### src/rtl/magic_wake_detector.sv
module magic_wake_detector #(
  parameter int SYNC_LEN   = 6,
  parameter int REPS       = 16,
  parameter int ADDR_BYTES = 6
) (
  input  logic                    clk,
  input  logic                    rst_n,
  input  logic                    mode_en,
  input  logic                    asleep,
  input  logic                    evt_en,
  input  logic                    evt_clr,
  input  logic [8*ADDR_BYTES-1:0] station_addr,
  input  logic                    in_valid,
  input  logic [7:0]              in_data,
  input  logic                    in_first,
  input  logic                    in_last,
  output logic                    wake_evt,
  output logic                    wake
);
  localparam int AW = 8*ADDR_BYTES;
  localparam int SW = $clog2(SYNC_LEN+1);
  localparam int RW = $clog2(REPS+1);
  localparam int PW = $clog2(ADDR_BYTES);
  localparam int HW = $clog2(ADDR_BYTES+1);
  localparam logic [SW-1:0] SYNC_FULL = SW'(SYNC_LEN);
  localparam logic [PW-1:0] POS_LAST  = PW'(ADDR_BYTES-1);
  localparam logic [RW-1:0] REP_LAST  = RW'(REPS-1);
  localparam logic [HW-1:0] HDR_DONE  = HW'(ADDR_BYTES);

  logic          scan, active, start, take, hit, is_ff;
  logic [HW-1:0] hdr_cnt, b_hdr, n_hdr;
  logic          addr_ok, b_aok, n_aok;
  logic [SW-1:0] ff_cnt, b_ff, n_ff;
  logic          in_body, b_body, n_body;
  logic [PW-1:0] pos, b_pos, n_pos;
  logic [RW-1:0] rep, b_rep, n_rep;
  logic          found, b_found, n_found;

  function automatic logic [7:0] addr_byte(input int idx);
    return station_addr[AW-8-8*idx +: 8];
  endfunction

  assign active = mode_en & asleep;
  assign start  = in_valid & in_first;
  assign take   = in_valid & active & (start | scan);
  assign is_ff  = (in_data == 8'hFF);

  assign b_hdr   = start ? '0 : hdr_cnt;
  assign b_aok   = start | addr_ok;
  assign b_ff    = start ? '0 : ff_cnt;
  assign b_body  = ~start & in_body;
  assign b_pos   = start ? '0 : pos;
  assign b_rep   = start ? '0 : rep;
  assign b_found = ~start & found;

  always_comb begin
    n_hdr   = b_hdr;
    n_aok   = b_aok;
    n_ff    = b_ff;
    n_body  = b_body;
    n_pos   = b_pos;
    n_rep   = b_rep;
    n_found = b_found;
    if (b_hdr != HDR_DONE) begin
      n_hdr = b_hdr + 1'b1;
      n_aok = b_aok & (in_data == addr_byte(int'(b_hdr)));
    end
    if (!b_found) begin
      if (b_body) begin
        if (in_data == addr_byte(int'(b_pos))) begin
          if (b_pos == POS_LAST) begin
            n_pos = '0;
            if (b_rep == REP_LAST) begin
              n_found = 1'b1;
              n_body  = 1'b0;
              n_rep   = '0;
            end else begin
              n_rep = b_rep + 1'b1;
            end
          end else begin
            n_pos = b_pos + 1'b1;
          end
        end else begin
          n_body = 1'b0;
          n_pos  = '0;
          n_rep  = '0;
          n_ff   = is_ff ? SW'(1) : '0;
        end
      end else if (b_ff == SYNC_FULL && in_data == addr_byte(0)) begin
        n_body = 1'b1;
        n_pos  = PW'(1);
        n_rep  = '0;
        n_ff   = '0;
      end else if (is_ff) begin
        n_ff = (b_ff == SYNC_FULL) ? b_ff : b_ff + 1'b1;
      end else begin
        n_ff = '0;
      end
    end
  end

  assign hit  = take & in_last & n_found & n_aok & (n_hdr == HDR_DONE);
  assign wake = wake_evt & evt_en;

  always_ff @(posedge clk) begin
    if (!rst_n) begin
      scan     <= 1'b0;
      hdr_cnt  <= '0;
      addr_ok  <= 1'b0;
      ff_cnt   <= '0;
      in_body  <= 1'b0;
      pos      <= '0;
      rep      <= '0;
      found    <= 1'b0;
      wake_evt <= 1'b0;
    end else begin
      if (!active)                 scan <= 1'b0;
      else if (start)              scan <= ~in_last;
      else if (in_valid & in_last) scan <= 1'b0;
      if (take) begin
        hdr_cnt <= n_hdr;
        addr_ok <= n_aok;
        ff_cnt  <= n_ff;
        in_body <= n_body;
        pos     <= n_pos;
        rep     <= n_rep;
        found   <= n_found;
      end
      if (hit)          wake_evt <= 1'b1;
      else if (evt_clr) wake_evt <= 1'b0;
    end
  end
endmodule

### config.mk
export PLATFORM = sky130hd
export DESIGN_NAME = magic_wake_detector
export DESIGN_NICKNAME = d
export VERILOG_FILES = /design/src/rtl/magic_wake_detector.sv
export SDC_FILE = /design/constraint.sdc
export NUM_CORES = 1
export LEC_CHECK = 0
export BUFFER_PORTS_ARGS = -buffer_cell sky130_fd_sc_hd__buf_2
export CAP_MARGIN = 20
export CORE_ASPECT_RATIO = 2
export CORE_UTILIZATION = 59
export DETAILED_ROUTE_END_ITERATION = 12
export GPL_ROUTABILITY_DRIVEN = 1
export PLACE_DENSITY_LB_ADDON = 0.2
export SETUP_SLACK_MARGIN = 0.2
export SLEW_MARGIN = 20
export SYNTH_ARGS = -nofsm -noshare
export SYNTH_HDL_FRONTEND = slang
export SYNTH_SLANG_ARGS = --single-unit
### constraint.sdc
create_clock -name clk -period 8 [get_ports clk]
set_input_delay 0.8 -clock clk [delete_from_list [all_inputs] [get_ports clk]]
set_output_delay 0.8 -clock clk [all_outputs]
set_load 0.02 [all_outputs]
Yosys cells after proc, flatten, opt, wreduce, memory -nomap -nowiden
Index checks and enable logic that the tools add are counted.
Cells by class
  mux-type cells: 39
  bitwise operators: 17
  add/sub/neg operators: 6
  reduce and logical (&&, ||, !) cells: 4
  shifts and indexed selects: 2
  equality and inequality tests: 9
Operator list (number)
  $shiftx A48 B7 Y8: 2
  $mux W3: 15
  $mux W5: 7
  $eq A8 B8 Y1: 3
  $mux W1: 17
  $sub A6 B6 Y7 const A: 2
  $and A1 B1 Y1: 13
  $add A3 B1 Y3 const B: 3
  $eq A3 B3 Y1 const B: 3
  $eq A8 B8 Y1 const B: 1
  $add A5 B1 Y5 const B: 1
  $eq A5 B4 Y1 const B: 1
  $reduce_bool A2 Y1: 2
  $ne A3 B3 Y1 const B: 1
  $not A1 Y1: 2
  $or A1 B1 Y1: 2
  $reduce_and A2 Y1: 1
  $logic_and A1 B1 Y1: 1
Storage, ports and cells
  register bits: 19
  word-level logic and storage cells: 86
  bits of input ports: 65
  output and inout port bits: 2

Logic depth before layout (Yosys ltp)
Gate-level depths: netlist (run 1).
  depth after elaboration: 12
  depth in mapped cells: 17
  mapped depth without buffers: 12

Worst setup path before layout (run 1)
OpenSTA, ideal clock, no wires.
  kind: input port to flip-flop
  start: input in_valid
  end: register wake_evt
  buffers on the path: 4
  required time: 7931 ps
  cell stages on the path: 15
  slack: 4119 ps
  arrival time: 3812 ps
  path through: buf_2 > nand2_1 > clkbuf_1 > clkbuf_1 > and2_1 > ha_1 > buf_2 > mux4_2 > a2bb2oi_1 > xnor2_1 > nor3_1 > a211oi_1 > o41ai_1 > o2111ai_1 > o21ai_1
Between the ends
  longest elaborated chain between the ends: 12
Ends and longest elaborated chain
  start, declared: RTL line 13  | input logic in_valid,
  $and A1 B1 Y1: RTL line 44  | assign start = in_valid & in_first;
  $mux W3 or $mux W5 (tied branches): RTL line 52, 53
  $sub A6 B6 Y7 or $eq A5 B4 Y1 (tied branches): RTL line 40, 73
  $shiftx A48 B7 Y8 or $mux W1 (tied branches): RTL line 40, 73
  $eq A8 B8 Y1 or $mux W1 (tied branches): RTL line 70, 71
  $mux W1: RTL line 70  | if (in_data == addr_byte(int'(b_pos))) begin
  $mux W1: RTL line 69  | if (b_body) begin
  $mux W1: RTL line 68  | if (!b_found) begin
  $and A1 B1 Y1 (2 in series): RTL line 102  | assign hit = take & in_last & n_found & n_aok & (n_hdr == HDR_DONE);
  $and A1 B1 Y1 (*): RTL line 102
  $mux W1 or $reduce_bool A2 Y1 (tied branches)
  end signal, assigned: RTL line 115  | wake_evt <= 1'b0;
  end signal, assigned: RTL line 129  | if (hit) wake_evt <= 1'b1;
  end signal, assigned: RTL line 130  | else if (evt_clr) wake_evt <= 1'b0;
  end, declared: RTL line 17  | output logic wake_evt,
Every way passes the cells marked *; elsewhere a longest branch is shown, timed or not.
A chain may end at the register's enable or synchronous reset.

Final worst setup path (run 1)
  start: input in_first
  end: register rep[3]
Between the ends
  longest elaborated chain between the ends: 8
Ends and longest elaborated chain
  start, declared: RTL line 15  | input logic in_first,
  $and A1 B1 Y1 (*): RTL line 44
  $mux W3 or $mux W5 (tied branches): RTL line 52, 53
  $sub A6 B6 Y7, or another cell as far along: RTL line 40  | return station_addr[AW-8-8*idx +: 8];
  $shiftx A48 B7 Y8 or $mux W5 (tied branches): RTL line 40, 73
  $eq A8 B8 Y1 or $mux W5 (tied branches): RTL line 70, 71
  $mux W5: RTL line 70
  $mux W5: RTL line 69
  $mux W5: RTL line 68
  end signal, assigned: RTL line 126  | rep <= n_rep;
  end, declared: RTL line 36  | logic [RW-1:0] rep, b_rep, n_rep;
Marks and branches as above.

==> key figures, run 1 <==
Die
  – Number of I/O pins: 67
  – Row count: 33
  – Horiz. Die Dim: 48.8 um
  – Core Region: 4130 um^2
  – Die ar.: 4660 um^2
  – Height of the die: 95.6 um
  – Starting Density: 62.5%

GRT
  – Maximum number of pins on one net before global-route repair: 30
  – First-pass GRT wire length: 14,100 um
  – Global-route usage over all layers: 39.5%
  – GR Overflow Total: 0
  – Number of global-route vias before repair: 3,019
  – Initial antenna violation count: 0

Worst setup path
  – Worst-path cell chain: buf_2, and2_1, nor2_1, ha_1, nand2b_1, o221a_1, o221ai_1, xor2_1, nand4_1, nor4_4, and2_4, nand2_1, o311ai_1
  – CP endpoint kind: register
  – Number of buffers and inverters on the critical path: 1
  – Startpoint type of the worst setup path: input pin
  – Class of the most critical setup path: in2reg
  – Max incr delay on CP: 0.83 ns
  – Largest delay contributor family on the critical path: simple AND/OR/NAND/NOR gates
  – Data required time of the critical path: 8.17 ns
  – Crit path arrival time: 4.58 ns
  – Maximum net fanout on the critical path: 25
  – Master of the slowest instance on the critical path: ha_1

Clocking
  – Maximum number of buffers from clock root to sink: 2
  – Cts-stage hold buffer count: 0
  – CTS Root Buffer Type: clkbuf_8
  – Post-CTS clock slew at the launch and capture registers of the worst setup and hold paths: 0.07 ns
  – CTS Buf Count: 3
  – Number of setup buffers added after CTS: 0
  – Insertion delay to the later sink of the worst-skew pair: 0.26 ns
  – Clk sink count: 19
  – Depth of the CTS H-tree: 1
  – CTS tree: built
  – PostCTS Resize Cnt: 0

Worst hold path
  – Worst min-delay path category: reg2reg

Final layout
  – Proportion of layout cells with a drive suffix above 1: 23.7%
  – Diodes inserted: 0
  – Final Instance Area: 2910 um^2
  – Final nets: 466
  – Area grow syn2layout: 12.5%

Yosys
  – Syn_nets: 422
  – Area of the mapped netlist: 2580 um^2
  – Post-synthesis register bit count: 19
  – Register area share after synthesis: 14.7%
  – Gate count of the mapped netlist: 350
  – Avg Synthesized Cell Area: 7.38 um^2
  – Number of warning messages in the yosys log: 0
  – Share of synthesized registers carrying an async set or reset: 0%
  – Number of enable-type register cells in the synthesized netlist: 0
  – Main synth FF type: dfxtp_1
  – Number of distinct standard cells referenced by the synthesized netlist: 65

Power and ir drop
  – Leakage power: 0.00111 uW
  – PD cells: 84.5 nW/um^2
  – Worst VDD drop: 0.118 mV

STA
  – Setup Viol. Count Final: 0
  – Fin Clk Skew: 0.00175 ns
  – Worst-Margin Slew: 0.853 ns
  – Final count of pins violating max slew: 0
  – Relative slew slack: 42.8%
  – Achievable frequency: 0.227 GHz
  – Final min period: 4.41 ns
  – Fraction of the cycle the final worst path needs: 55.2%
  – Final number of hold-violating endpoints: 0
  – Unrepaired setup endpoints after global routing: no
  – Total negative slack: 0 ns

Route
  – Vias/cell: 6.84
  – Final routed wirelength across all metal layers: 9040 um
  – DRC violation count after routing: 0
  – Top layer reached by signal wires: met4
  – Wire per inst: 20.3 um
  – Number of detailed-route iterations in the first pass: 5
  – Metal-1 WL: 3010 um
  – Number of DRC markers in iteration 0: 146
  – Post-route antenna net violation count: 0
  – Met2 wire length: 4620 um
  – Routed length on met3: 580 um
  – Vias: 3,045

Placement
  – Hpwl dp: 7100 um
  – Placement-stage cell area: 2860 um^2
  – Global placement routability congestion: 1.10
  – Count of buffers inserted at the top-level ports: 66

Status
  – Run status: complete, no violations

Job
  – Maxcap violations: 0
==> power breakdown <==
part / leakage [uW] / internal, uW / switching [uW]
combinational: 0.000930 / 35.7 / 44.6
clock: 0.0000255 / 34.6 / 32.3
sequential: 0.000153 / 95.5 / 2.83
==> path summary, 6_finish.rpt <==
check,start,endpoint,slack [ns],cells after the start
max,in_first,rep[3]$_SDFFE_PN0P_,3.59,13
min,addr_ok$_SDFFE_PN0P_,addr_ok$_SDFFE_PN0P_,0.47,2
max reg2reg,hdr_cnt[1]$_SDFFE_PN0P_,wake_evt$_SDFFE_PN0P_,4.04,11
min reg2reg,addr_ok$_SDFFE_PN0P_,addr_ok$_SDFFE_PN0P_,0.47,2
==> cells by family after synthesis <==
kind of cell / after synthesis / synth area share [%]
compound gates: 110 / 29.9
xor+xnor: 17 / 5.77
fa+ha+maj: 7 / 3.39
buf+inv: 39 / 6.64
flops: 19 / 14.7
mux: 21 / 10.7
simple gates: 137 / 28.9
==> cell type report <==
type	instances	area [um^2]
Clock inverter	1	5.00
Inverter	10	37.5
Timing Repair Buffer	68	345
Multi-Input combinational cell	292	2030
Tap cell	52	65.1
Sequential cell	19	380
Fill cell	379	1220
Clock buffer	3	41.3
==> metal layers <==
layer  up-vias  track usage [%]
met1      1396             35.9
li1       1396                -
met3        61             4.78
met4         0             37.5
met5         -                0
met2       192             73.8
==> cell usage after synthesis, drive strengths merged (7+ instances only) <==
| library cell | instances | share of area [%] |
|---|---|---|
| nand2 | 26 | 3.8 |
| mux2i | 14 | 5.4 |
| buf | 11 | 2.6 |
| xnor2 | 14 | 4.7 |
| nand3 | 12 | 2.3 |
| o21ai | 30 | 5.8 |
| clkbuf | 18 | 2.6 |
| dfxtp | 19 | 15 |
| nor2b | 14 | 3.4 |
| and2 | 9 | 2.3 |
| a211oi | 9 | 2.8 |
| nor3 | 11 | 2.1 |
| nor2 | 24 | 3.5 |
| inv | 10 | 1.5 |
| nand4 | 10 | 2.4 |
| a21oi | 24 | 4.8 |
| ha | 7 | 3.4 |
==> sequential cells by signal, indices dropped and copies added (netlist names) <==
register,count
scan,1
in_body,1
found,1
rep,5
hdr_cnt,3
addr_ok,1
wake_evt,1
ff_cnt,3
pos,3
==> worst register-to-register path, stage by stage (launching register included) <==
cell,delay [ns]
dfxtp_1,0.35
a21bo_2,0.37
inv_2,0.12
ha_1,0.81
mux4_2,0.59
a2bb2oi_1,0.31
xnor2_1,0.12
nor3_1,0.15
a211oi_1,0.12
o41ai_1,0.48
o2111ai_1,0.29
o21ai_1,0.19
==> cell usage in the layout, fill, tap and decap left out, types with 7 or more instances in the layout <==
| cell type | n |
|---|---|
| a211oi_1 | 8 |
| a21oi_1 | 23 |
| ha_1 | 7 |
| o21ai_0 | 20 |
| nand3_1 | 12 |
| and2_1 | 8 |
| mux2i_1 | 14 |
| xnor2_1 | 14 |
| nor3_1 | 11 |
| buf_2 | 66 |
| nand4_1 | 10 |
| nand2_1 | 26 |
| nor2_1 | 24 |
| o21ai_1 | 10 |
| nor2b_1 | 14 |
| inv_1 | 7 |
| dfxtp_1 | 19 |
==> metrics by stage <==
stage | hold WS [ns] | total power [uW] | util, % | worst slack [ns] | instances
floorplan | 0.434 | 147 | - | 4.12 | 350
global placement | 0.443 | 177 | 69.2 | 3.57 | 441
detailed placement | 0.457 | 178 | 69.2 | 3.44 | 441
CTS | 0.469 | 245 | 70.4 | 3.67 | 445
global route | 0.496 | 255 | 70.4 | 3.26 | 445
finish | 0.467 | 246 | 70.4 | 3.59 | 445
No activity file was read; power rests on OpenSTA's default activity.
==> run 2: changes to the inputs <==
Settings changed: CORE_UTILIZATION 59 to 54.
Clock period 8 ns to 4.46 ns, I/O delays scaled along.
==> key figures, run 2 (synthesis results as in run 1) <==
Status
  – Run status: complete, no violations

Route
  – DRC violation count after routing: 0
  – Wire per inst: 19.4 um
  – Number of detailed-route iterations in the first pass: 4
  – Number of DRC markers in iteration 0: 92
  – Vias: 2,988
  – Metal-1 WL: 3070 um
  – Post-route antenna net violation count: 0
  – Met2 wire length: 4640 um
  – Final routed wirelength across all metal layers: 8810 um
  – Routed length on met3: 507 um
  – Vias/cell: 6.58
  – Top layer reached by signal wires: met4

Worst hold path
  – Worst min-delay path startpoint: evt_clr
  – Worst min-delay path category: in2reg
  – End of the worst hold path: wake_evt$_SDFFE_PN0P_
  – Cell depth of the worst hold path: 3

Worst setup path
  – Class of the most critical setup path: reg2reg
  – Data required time of the critical path: 4.63 ns
  – R2R Setup Slk: 0.74 ns
  – Maximum net fanout on the critical path: 12
  – End of the worst register-to-register path: rep[3]$_SDFFE_PN0P_
  – Crit path arrival time: 3.89 ns
  – Startpoint type of the worst setup path: register
  – Number of cell instances on the worst register-to-register path: 11
  – CP endpoint kind: register
  – Worst reg2reg startpoint: pos[1]$_SDFFE_PN0P_

Placement
  – Global placement routability congestion: 0.980
  – Setup slack at placement: 0.568 ns
  – Hpwl dp: 6980 um
  – Placement-stage cell area: 2910 um^2
  – Count of buffers inserted at the top-level ports: 66

Final layout
  – Diodes inserted: 0
  – Final Instance Area: 2950 um^2
  – Final nets: 472
  – Top library cells by usage in the layout, fill and taps aside: buf_2 (66), nand2_1 (26), nor2_1 (24)
  – Proportion of layout cells with a drive suffix above 1: 24.8%
  – Most common library cell in the layout ignoring fill and taps: buf_2
  – Area grow syn2layout: 14.4%
  – Largest register by flop count: rep
  – Flip-flop count of the largest register after layout: 5

STA
  – Relative slew slack: 44.1%
  – Worst-Margin Slew: 0.837 ns
  – Unrepaired setup endpoints after global routing: no
  – Final count of pins violating max slew: 0
  – Final worst slack: 0.743 ns
  – Setup Viol. Count Final: 0
  – Total negative slack: 0 ns
  – Final min period: 3.72 ns
  – Fin Clk Skew: 0.00481 ns
  – Fraction of the cycle the final worst path needs: 83.3%
  – Achievable frequency: 0.269 GHz
  – Final number of hold-violating endpoints: 0
  – Worst hold-check slack: 0.444 ns

Clocking
  – PostCTS Resize Cnt: 0
  – Clk sink count: 19
  – Post-CTS clock slew at the launch and capture registers of the worst setup and hold paths: 0.07 ns
  – CTS Buf Count: 3
  – Cts-stage hold buffer count: 0
  – Insertion delay to the later sink of the worst-skew pair: 0.26 ns
  – CTS Root Buffer Type: clkbuf_8
  – Depth of the CTS H-tree: 1
  – Maximum number of buffers from clock root to sink: 2
  – Number of setup buffers added after CTS: 0
  – CTS tree: built

Power and ir drop
  – Post-layout power: 443 uW
  – Cell internal pwr: 299 uW
  – Power dissipated by switching net loads: 144 uW
  – Leakage power: 0.00114 uW
  – Worst VDD drop: 0.234 mV
  – PD cells: 150 nW/um^2
  – Comb pwr share: 32.9%
  – Fraction of power consumed by sequential logic: 39.4%
  – Switching share of power: 32.5%
  – Fraction of power consumed by the clock network: 27.7%

GRT
  – GR Overflow Total: 0
  – Maximum number of pins on one net before global-route repair: 29
  – Global-route usage over all layers: 36.2%
  – Initial antenna violation count: 0
  – First-pass GRT wire length: 13,800 um
  – Number of global-route vias before repair: 2,960

Die
  – Core Region: 4600 um^2
  – Die ar.: 5080 um^2
  – Number of I/O pins: 67
  – Horiz. Die Dim: 50.9 um
  – Starting Density: 56.2%
  – Row count: 35
  – Height of the die: 99.8 um

Job
  – Maxcap violations: 0
[run 2: cell types whose count changed in the layout (fill, tap and decap cells not counted)]
cell | previous run | this run
buf_4 | 2 | 8
[run 2: worst max-delay path by stage]
stage / end / slack [ns] / cells after the start / startpoint
after floorplan: wake_evt$_SDFFE_PN0P_ / 0.93 / 15 / in_valid
after global placement: rep[3]$_SDFFE_PN0P_ / 0.57 / 12 / in_valid
after detailed placement: wake_evt$_SDFFE_PN0P_ / 0.57 / 13 / in_valid
after CTS: wake_evt$_SDFFE_PN0P_ / 0.78 / 12 / hdr_cnt[1]$_SDFFE_PN0P_
after global routing: rep[3]$_SDFFE_PN0P_ / 0.50 / 11 / pos[1]$_SDFFE_PN0P_
final: rep[3]$_SDFFE_PN0P_ / 0.74 / 11 / pos[1]$_SDFFE_PN0P_
[run 2: area by class of cell]
cell class,instances,area (um^2)
inverters,10,37.5
flip-flops and latches,19,380
fillers,438,1640
multi-input cells,292,2030
clock inverters,1,5.00
well taps,55,68.8
repair buffers,74,390
clock buffers,3,41.3
[run 2: metal layers]
layer  vias to the layer above  global-route usage, %
met2                       136                   65.3
met4                         0                   26.7
met3                        40                   5.15
li1                       1413                      -
met1                      1399                   35.5
met5                         -                      0
[run 2: stage by stage]
step                      util, %  cells
final                        64.2    454
after global routing         64.2    454
after CTS                    64.2    454
after detailed placement     63.2    450
after global placement       63.2    450
after floorplan                 -    350
[run 2: worst max-delay path: stages, from the launching register on]
cell and delay (ns):
dfxtp_1 0.38, a21boi_2 0.38, ha_1 0.42, nand2b_1 0.38
o221ai_1 0.21, a221oi_1 0.41, mux2i_1 0.24, nand3_1 0.13
nor4_4 0.41, and2_4 0.30, nand2_1 0.09, o311ai_1 0.27
[run 2: power by group through the flow]
stage | Clock [uW] | Sequential, uW | Combinational (uW)
after floorplan | 0 | 176 | 86.9
after global placement | 0 | 178 | 141
after detailed placement | 0 | 178 | 142
after CTS | 125 | 174 | 143
after global routing | 131 | 175 | 157
final | 122 | 175 | 146
==> run 3: changes to the inputs <==
Clock period 4.46 ns to 3.8 ns, I/O delays scaled along.
==> key figures, run 3 (synthesis results as in run 1) <==
Clocking
  – Clk sink count: 19
  – CTS tree: built
  – Depth of the CTS H-tree: 1
  – Post-CTS clock slew at the launch and capture registers of the worst setup and hold paths: 0.07 ns
  – Maximum number of buffers from clock root to sink: 2
  – Insertion delay to the later sink of the worst-skew pair: 0.26 ns
  – CTS Buf Count: 3
  – CTS Root Buffer Type: clkbuf_8

Worst setup path
  – Largest delay contributor family on the critical path: compound AO/OA/AOI/OAI gates
  – Data required time of the critical path: 4.00 ns
  – Max incr delay on CP: 0.53 ns
  – Number of buffers and inverters on the critical path: 2
  – Maximum net fanout on the critical path: 20
  – Worst-path cell chain: a21bo_4, inv_2, ha_1, buf_4, mux4_2, a2bb2oi_1, xnor2_1, nor3_1, a211oi_1, o41ai_1, o2111ai_1, o21ai_1
  – R2R Setup Slk: 0.43 ns
  – Class of the most critical setup path: reg2reg
  – Crit path arrival time: 3.57 ns
  – Startpoint type of the worst setup path: register
  – CP endpoint kind: register
  – Master of the slowest instance on the critical path: mux4_2

STA
  – Fin Clk Skew: 0.00204 ns
  – Achievable frequency: 0.296 GHz
  – Relative slew slack: 61.4%
  – Fraction of the cycle the final worst path needs: 88.8%
  – Unrepaired setup endpoints after global routing: no
  – Final count of pins violating max slew: 0
  – Final number of hold-violating endpoints: 0
  – Total negative slack: 0 ns
  – Final min period: 3.37 ns
  – Setup Viol. Count Final: 0
  – Worst-Margin Slew: 0.578 ns

Final layout
  – Proportion of layout cells with a drive suffix above 1: 26.2%
  – Area of combinational cells with multiple inputs: 2050 um^2
  – Largest register by flop count: rep
  – Number of fill cells: 444
  – Sequential cell area: 380 um^2
  – Diodes inserted: 0
  – Final nets: 478
  – Area grow syn2layout: 17.7%
  – Most common library cell in the layout ignoring fill and taps: buf_2
  – Flip-flop count of the largest register after layout: 5
  – Number of non-filler instances in the completed layout: 460
  – Top library cells by usage in the layout, fill and taps aside: buf_2 (66), nand2_1 (26), nor2_1 (24)

GRT
  – Maximum number of pins on one net before global-route repair: 29
  – First-pass GRT wire length: 15,000 um
  – GR Overflow Total: 0
  – Initial antenna violation count: 0
  – Global-route usage over all layers: 38.9%
  – Number of global-route vias before repair: 3,048

Route
  – Vias: 3,124
  – Met2 wire length: 4700 um
  – DRC violation count after routing: 0
  – Final routed wirelength across all metal layers: 9170 um
  – Top layer reached by signal wires: met4
  – Metal-1 WL: 3190 um
  – Vias/cell: 6.79
  – Number of DRC markers in iteration 0: 171
  – Wire per inst: 19.9 um
  – Number of detailed-route iterations in the first pass: 6
  – Routed length on met3: 565 um
  – Post-route antenna net violation count: 0

Worst hold path
  – Worst min-delay path category: in2reg

Power and ir drop
  – Switching share of power: 32.9%
  – Leakage power: 0.00117 uW
  – Fraction of power consumed by the clock network: 27.3%
  – Fraction of power consumed by sequential logic: 38.6%
  – PD cells: 174 nW/um^2
  – Worst VDD drop: 0.240 mV
  – Cell internal pwr: 355 uW
  – Comb pwr share: 34.1%
  – Power dissipated by switching net loads: 174 uW

Die
  – Height of the die: 99.8 um
  – Starting Density: 56.2%
  – Horiz. Die Dim: 50.9 um
  – Core Region: 4600 um^2
  – Die ar.: 5080 um^2
  – Number of I/O pins: 67
  – Row count: 35

Placement
  – Dpl cells: 456
  – Global placement routability congestion: 0.982
  – Count of buffers inserted at the top-level ports: 66
  – Hpwl dp: 7160 um

Status
  – Run status: complete, no violations

Job
  – Maxcap violations: 0
==> run 3: changes by cell type in the layout (fill, tap and decap cells not counted), sizes merged <==
cell / delta
buf: +6
clkinv: -1
clkbuf: +1
==> run 3: timing repair <==
action,4_1_cts,5_1_grt
hold buffers,0,0
endpoints found under the hold margin,0,0
gates resized for setup,0,3
setup endpoints to repair,0,2
setup buffers,0,0
==> run 3: power by group through the flow <==
stage / logic (uW) / clock network, uW / registers, uW
4_1_cts: 174 / 147 / 204
5_1_grt: 193 / 155 / 204
2_1_floorplan: 102 / 0 / 207
6_report: 180 / 145 / 204
3_5_place_dp: 173 / 0 / 209
3_3_place_gp: 171 / 0 / 208
==> run 3: per-stage QoR <==
step | total power (uW) | cell area [um^2] | hold slack [ns] | setup slack (ns) | utilization [%]
floorplan | 309 | 2580 | 0.434 | 0.339 | -
global placement | 379 | 2980 | 0.441 | 0.146 | 64.8
detailed placement | 381 | 2980 | 0.454 | 0.0767 | 64.8
CTS | 525 | 3020 | 0.373 | 0.300 | 65.7
global route | 552 | 3040 | 0.406 | 0.224 | 66.1
finish | 529 | 3040 | 0.372 | 0.426 | 66.1
==> run 3: layer usage <==
| metal | track usage [%] | vias up |
|---|---|---|
| met5 | 0 | - |
| met4 | 27.4 | 0 |
| met3 | 6.97 | 60 |
| met2 | 66.8 | 178 |
| met1 | 41.1 | 1459 |
| li1 | - | 1427 |
==> run 3: worst paths after layout <==
check | start | to | depth (start not counted)
worst max register to register | hdr_cnt[1]$_SDFFE_PN0P_ | wake_evt$_SDFFE_PN0P_ | 12
worst min register to register | addr_ok$_SDFFE_PN0P_ | addr_ok$_SDFFE_PN0P_ | 2
worst max-delay path | hdr_cnt[1]$_SDFFE_PN0P_ | wake_evt$_SDFFE_PN0P_ | 12
worst min-delay path | evt_clr | wake_evt$_SDFFE_PN0P_ | 3
==> run 3: final cells by class <==
class	instances	share of cell area, %
clock buffers	4	1.48
multi-input cells	292	67.4
inverters	10	1.24
repair buffers	80	15.2
flip-flops and latches	19	12.5
well taps	55	2.26
==> run 3: worst min-delay path, cell delays in order <==
cell      delay [ns]
buf_2           0.07
nand3b_1        0.08
o21ai_1         0.06
